--- src/rtl/uart_irq_pkg.sv ---
package uart_irq_pkg;

  localparam int unsigned NSRC = 4;

  typedef enum logic [1:0] {
    SRC_RX    = 2'd0,
    SRC_ERR   = 2'd1,
    SRC_TX    = 2'd2,
    SRC_MODEM = 2'd3
  } src_idx_e;

  localparam logic [1:0] MODE_RX_DMA = 2'b10;

  // entries per trigger step for a given channel number
  function automatic int unsigned trig_scale(input int unsigned ch);
    case (ch)
      0:       return 32;
      1, 4:    return 8;
      2, 3:    return 2;
      default: return 0;
    endcase
  endfunction

endpackage

--- src/rtl/uart_irq_trig.sv ---
module uart_irq_trig #(
  parameter int unsigned CHANNEL = 0,
  parameter int unsigned CNT_W   = 8,
  parameter int unsigned SEL_W   = 3
) (
  input  logic [SEL_W-1:0] tx_sel,
  input  logic [SEL_W-1:0] rx_sel,
  input  logic [CNT_W-1:0] tx_count,
  input  logic [CNT_W-1:0] rx_count,
  output logic             tx_hit,
  output logic             rx_hit
);
  import uart_irq_pkg::*;

  localparam int unsigned SCALE = trig_scale(CHANNEL);
  localparam int unsigned MAXLV = ((1 << SEL_W)) * ((SCALE == 0) ? 1 : SCALE);
  localparam int unsigned LVL_W = $clog2(MAXLV + 1);
  localparam int unsigned CMP_W = (CNT_W > LVL_W) ? CNT_W : LVL_W;

  logic [CMP_W-1:0] tx_lvl, rx_lvl;
  logic [CMP_W-1:0] tx_cnt_x, rx_cnt_x;

  assign tx_cnt_x = CMP_W'(tx_count);
  assign rx_cnt_x = CMP_W'(rx_count);

  generate
    if (SCALE == 0) begin : g_noscale
      assign tx_lvl = '0;
      assign rx_lvl = '0;
    end else begin : g_scale
      logic [CMP_W-1:0] rx_steps;
      assign rx_steps = CMP_W'(rx_sel) + CMP_W'(1);
      assign tx_lvl   = CMP_W'(tx_sel) * CMP_W'(SCALE);
      assign rx_lvl   = rx_steps * CMP_W'(SCALE);
    end
  endgenerate

  assign tx_hit = (tx_cnt_x <= tx_lvl);
  assign rx_hit = (rx_cnt_x >= rx_lvl);

endmodule

--- src/rtl/uart_irq_srcreg.sv ---
module uart_irq_srcreg #(
  parameter int unsigned N = 4
) (
  input  logic         clk,
  input  logic         rst,
  input  logic [N-1:0] set_vec,
  input  logic         clr_en,
  input  logic [N-1:0] clr_bits,
  input  logic         mask_we,
  input  logic [N-1:0] mask_din,
  output logic [N-1:0] src_q,
  output logic [N-1:0] mask_q
);
  logic [N-1:0] clr_vec;
  assign clr_vec = clr_en ? clr_bits : '0;

  generate
    for (genvar i = 0; i < N; i++) begin : g_bit
      always_ff @(posedge clk) begin
        if (rst)             src_q[i] <= 1'b0;
        else if (set_vec[i]) src_q[i] <= 1'b1;
        else if (clr_vec[i]) src_q[i] <= 1'b0;
      end
    end
  endgenerate

  always_ff @(posedge clk) begin
    if (rst)          mask_q <= '0;
    else if (mask_we) mask_q <= mask_din;
  end

endmodule

--- src/rtl/uart_irq_ctrl.sv ---
module uart_irq_ctrl #(
  parameter int unsigned CHANNEL = 0,
  parameter int unsigned CNT_W   = 8
) (
  input  logic             clk,
  input  logic             rst,
  input  logic             fifo_en,
  input  logic             rx_tout_en,
  input  logic [1:0]       rx_mode,
  input  logic [2:0]       tx_trig_sel,
  input  logic [2:0]       rx_trig_sel,
  input  logic [CNT_W-1:0] tx_count,
  input  logic [CNT_W-1:0] rx_count,
  input  logic             rx_ready,
  input  logic             err_evt,
  input  logic             modem_evt,
  input  logic             rx_tout_evt,
  input  logic             tx_done_evt,
  input  logic [3:0]       wr_data,
  input  logic             clr_pend,
  input  logic             clr_src,
  input  logic             mask_we,
  output logic [3:0]       src,
  output logic [3:0]       pend,
  output logic             irq,
  output logic             dma_busy
);
  import uart_irq_pkg::*;

  logic tx_hit, rx_hit;
  logic rx_any;
  logic rx_cond, tx_cond;
  logic [NSRC-1:0] set_vec;
  logic [NSRC-1:0] src_q, mask_q;
  logic irq_q, dma_q;

  uart_irq_trig #(
    .CHANNEL (CHANNEL),
    .CNT_W   (CNT_W),
    .SEL_W   (3)
  ) u_trig (
    .tx_sel   (tx_trig_sel),
    .rx_sel   (rx_trig_sel),
    .tx_count (tx_count),
    .rx_count (rx_count),
    .tx_hit   (tx_hit),
    .rx_hit   (rx_hit)
  );

  assign rx_any  = (rx_count != '0);
  assign rx_cond = fifo_en ? ((rx_any && !rx_tout_en) || rx_hit) : rx_ready;
  assign tx_cond = fifo_en && tx_hit;

  always_comb begin
    set_vec            = '0;
    set_vec[SRC_RX]    = rx_cond || rx_tout_evt;
    set_vec[SRC_ERR]   = err_evt;
    set_vec[SRC_TX]    = tx_cond || tx_done_evt;
    set_vec[SRC_MODEM] = modem_evt;
  end

  uart_irq_srcreg #(.N(NSRC)) u_regs (
    .clk      (clk),
    .rst      (rst),
    .set_vec  (set_vec),
    .clr_en   (clr_pend || clr_src),
    .clr_bits (wr_data),
    .mask_we  (mask_we),
    .mask_din (wr_data),
    .src_q    (src_q),
    .mask_q   (mask_q)
  );

  assign src  = src_q;
  assign pend = src_q & ~mask_q;

  always_ff @(posedge clk) begin
    if (rst) begin
      irq_q <= 1'b0;
      dma_q <= 1'b0;
    end else begin
      irq_q <= |pend;
      dma_q <= (rx_mode == MODE_RX_DMA) && !rx_any;
    end
  end

  assign irq      = irq_q;
  assign dma_busy = dma_q;

endmodule

--- config.mk ---
export PLATFORM = sky130hd
export DESIGN_NAME = uart_irq_ctrl
export DESIGN_NICKNAME = d
export VERILOG_FILES = /design/src/rtl/uart_irq_pkg.sv /design/src/rtl/uart_irq_trig.sv /design/src/rtl/uart_irq_srcreg.sv /design/src/rtl/uart_irq_ctrl.sv
export SDC_FILE = /design/constraint.sdc
export NUM_CORES = 1
export LEC_CHECK = 0
export CAP_MARGIN = 20
export CORE_MARGIN = 8
export CORE_UTILIZATION = 43
export DETAILED_ROUTE_END_ITERATION = 10
export DONT_BUFFER_PORTS = 1
export GPL_ROUTABILITY_DRIVEN = 1
export MAX_ROUTING_LAYER = met4
export SYNTH_ARGS = -nofsm -noshare
export SYNTH_HDL_FRONTEND = slang
export SYNTH_HIERARCHICAL = 1
export SYNTH_SLANG_ARGS = --single-unit
--- constraint.sdc ---
create_clock -name clk -period 2.23 [get_ports clk]
set_input_delay 0.1115 -clock clk [delete_from_list [all_inputs] [get_ports clk]]
set_output_delay 0.1115 -clock clk [all_outputs]
set_load 0.05 [all_outputs]
==> summary.txt <==
Outcome
  • Status: finished clean

Global route
  • Largest net degree at the start of global routing: 11
  • Total grt overflow: 0
  • First-pass GRT wire length: around 2.5 mm
  • Initial antenna violation count: 0
  • All-Layer GR Usage: between 10 and 15%
  • Vias in the first global route: between 600 and 700

Critical path
  • Critical Path RT: about 2400 ps
  • Crit Reg-Reg Startpoint: u_regs/src_q[2]
  • Critical path depth: 10
  • Worst Setup SP: rx_trig_sel[0]
  • CP Launch Type: input pin
  • Crit-path max cell delay: 330 ps
  • Kind of critical path: in2reg
  • CP Max Fanout: 3
  • CP Data Arrival Time: 1820 ps
  • Worst r2r path cells: 4
  • CP most frequent cell: ha_1
  • CP max-delay cell: a311o_1
  • CP Buf/Inv Count: 1
  • Worst setup EP type: flop
  • CP cell instances: ha_1 -> inv_1 -> ha_1 -> nor4b_2 -> a41oi_1 -> a32oi_1 -> mux2_2 -> a311o_1 -> nor2_1 -> a311oi_1
  • Cell family with most CP delay: compound AO/OA/AOI/OAI gates

Power
  • Switching portion of total power: between 30% and 40%
  • Power Total: between 400 and 500 uW
  • LEAKAGE: 0.3694 nW
  • Switching power: 147.9 uW
  • Sequential power share: about half
  • Pwr/cell area: around 580 nW/um^2
  • Power share of the combinational group: roughly a quarter
  • Peak supply drop: about 0.00035 V
  • Int Pwr: about 310 uW
  • Clock Power Share: 24.7%

Timing
  • Setup WS post-layout: 533.6 ps
  • Final setup viols: 0
  • Setup TNS: 0 ps
  • Least-Margin Pin Slew: roughly 560 ps
  • Slew HR: about 63%
  • Final hold vios: 0
  • Max Freq: 589.5 MHz
  • Unrepaired setup endpoints after global routing: no
  • Worst Clk Skew: roughly 5 ps
  • Final worst-path cycle share: between 70 and 80%
  • Worst hold slack: ~17 ps
  • Count of final max-slew check failures: 0
  • Tmin final: ~1700 ps

Route
  • Via density per instance: ~5.7
  • DRC Markers: 0
  • Pre-antenna DRT Iters: 3
  • Vias: 583
  • Detail Route Antenna Nets: 0
  • DR iter-0 viols: 3
  • Routed len/inst: 16.52 um
  • Routed WL: 1.702 mm

Logic synthesis
  • Top post-synthesis cells by area: dfxtp_1 31%, ha_1 13%, inv_1 6.3%, nor2_1 6.3%, mux2i_1 6.1%
  • Syn nets: 120
  • Yosys top cell area share: 30.71%
  • #FFs+latches synth: 10
  • Mapped Area: 651.9 um^2
  • Mapped Cells: 73
  • Post-synth cell types: 24
  • Synth Area per Inst: a little under 9 um^2
  • Yosys Warn Count: 6
  • Yosys top cell by area: dfxtp_1
  • Seq/Total Area, Yosys: 30.71%

Clock network
  • CTS tree: yes
  • H-tree Lvls: 1
  • Post_cts resized: 0
  • Clock Pin Slew Worst Setup and Hold Paths: around 60 ps
  • Clk sink count: 10
  • Worst-Skew Late Latency: approximately 250 ps
  • Setup Fix Bufs, Post-CTS: 0
  • Max clock buf depth: 2
  • CTS buffer count: 3
  • Root buffer cell: clkbuf_4

Job
  • Max-cap violations: 0

Final layout
  • NumNets Final: ~140
  • Share of cells above drive strength 1: approximately 15%
  • Area growth syn-to-layout: 22.07%
  • Final Non-Filler Cells: roughly 100
  • Fillers: 138
  • N_diodes: 0

Floorplan
  • # rows: 14
  • Core Box Area: 1471 um^2
  • Die area: a little over 3000 um^2
  • Die Span Y: 54.94 um
  • IO Pins: 50
  • Initial Utilization: 44.30%
  • Die X: about 55 um

Min path
  • Worst Hold Class: in2reg
  • Hold Startpoint: wr_data[1]
  • Cells on Worst Hold Path: 2

Placement
  • Final GP Congestion: 0.6684
  • Placed cells: between 90 and 100
  • Pre-CTS setup slack: between 200 and 300 ps
  • PortBufs: 0
  • DP Wirelength: approximately 1.4 mm
-- sequential cells by signal, summed over array words and instances, names as in the netlist --
name           cells
dma_busy           1
irq                1
u_regs/mask_q      4
u_regs/src_q       4
-- power by group through the flow --
stage               logic, mW  clock network, mW  registers, mW
floorplan              0.0856                  0          0.230
global placement        0.106                  0          0.227
detailed placement      0.108                  0          0.228
CTS                     0.122              0.120          0.224
global route            0.135              0.126          0.225
finish                  0.121              0.113          0.223
-- per-layer routing --
metal	global-route usage [%]	part of all wire, %	up-vias
met1	9.385	31	265
li1	-	-	288
met3	6.417	16	2
met2	21.51	52	28
met5	-	0	-
met4	3.600	0.53	0
-- cell families after synthesis --
group           synth area share [%]
compound gates                 13.44
fa+ha+maj                      13.44
flops                          30.71
mux                            7.870
simple gates                   24.38
xor+xnor                       1.344
buf+inv                        8.828
-- placed cells by master, fill, tap and decap left out --
master / count
inv_1: 11
nor2_1: 11
dfxtp_1: 10
dlygate4sd3_1: 8
ha_1: 7
nor2b_1: 6
buf_4: 5
mux2i_1: 4
a311oi_1: 4
clkbuf_4: 3
nor4_2: 2
nor4b_1: 2
o21ai_0: 2
nand2_1: 1
mux2_2: 1
a311o_1: 1
a21o_1: 1
or2_2: 1
nor4_1: 1
xnor2_1: 1
nor4b_2: 1
a41oi_1: 1
a32oi_1: 1
o21a_1: 1
nand4_1: 1
-- final cells by class --
cell class / count / area [um^2] / share of cell area, %
multi-input combinational: 50 / 394.1 / 49.53
tap: 16 / 20.02 / 2.516
sequential: 10 / 200.2 / 25.16
timing repair buffer: 13 / 117.6 / 14.78
inverter: 11 / 41.29 / 5.189
clock buffer: 3 / 22.52 / 2.830
-- stage by stage --
stage	utilization (%)	area [um^2]
3_3_place_gp	47.11	693.2
5_1_grt	54.08	795.8
4_1_cts	54.08	795.8
6_report	54.08	795.8
3_5_place_dp	47.11	693.2
2_1_floorplan	-	651.9
-- Yosys cell counts, drive strengths merged --
cell type   n
nor2       11
o21a        1
o21ai       2
xnor2       1
or2         1
dfxtp      10
clkbuf      1
nand2       1
mux2i       4
a311o       1
ha          7
nor4        3
a21o        1
nor2b       6
a41oi       1
mux2        1
buf         1
inv        11
a311oi      4
a32oi       1
nand4       1
nor4b       3
-- repair_timing --
| action | in CTS | in global routing |
|---|---|---|
| hold endpoints to repair | 10 | 0 |
| endpoints found under the setup margin | 0 | 0 |
| hold buffers | 8 | 0 |
-- final timing paths --
kind | end | slack (ps)
worst max-delay path | u_regs/src_q[0] | 530
worst min-delay path | u_regs/mask_q[1] | 20
worst max register to register | irq | 840
worst min register to register | u_regs/mask_q[0] | 500
No activity file was read; power rests on OpenSTA's default activity.
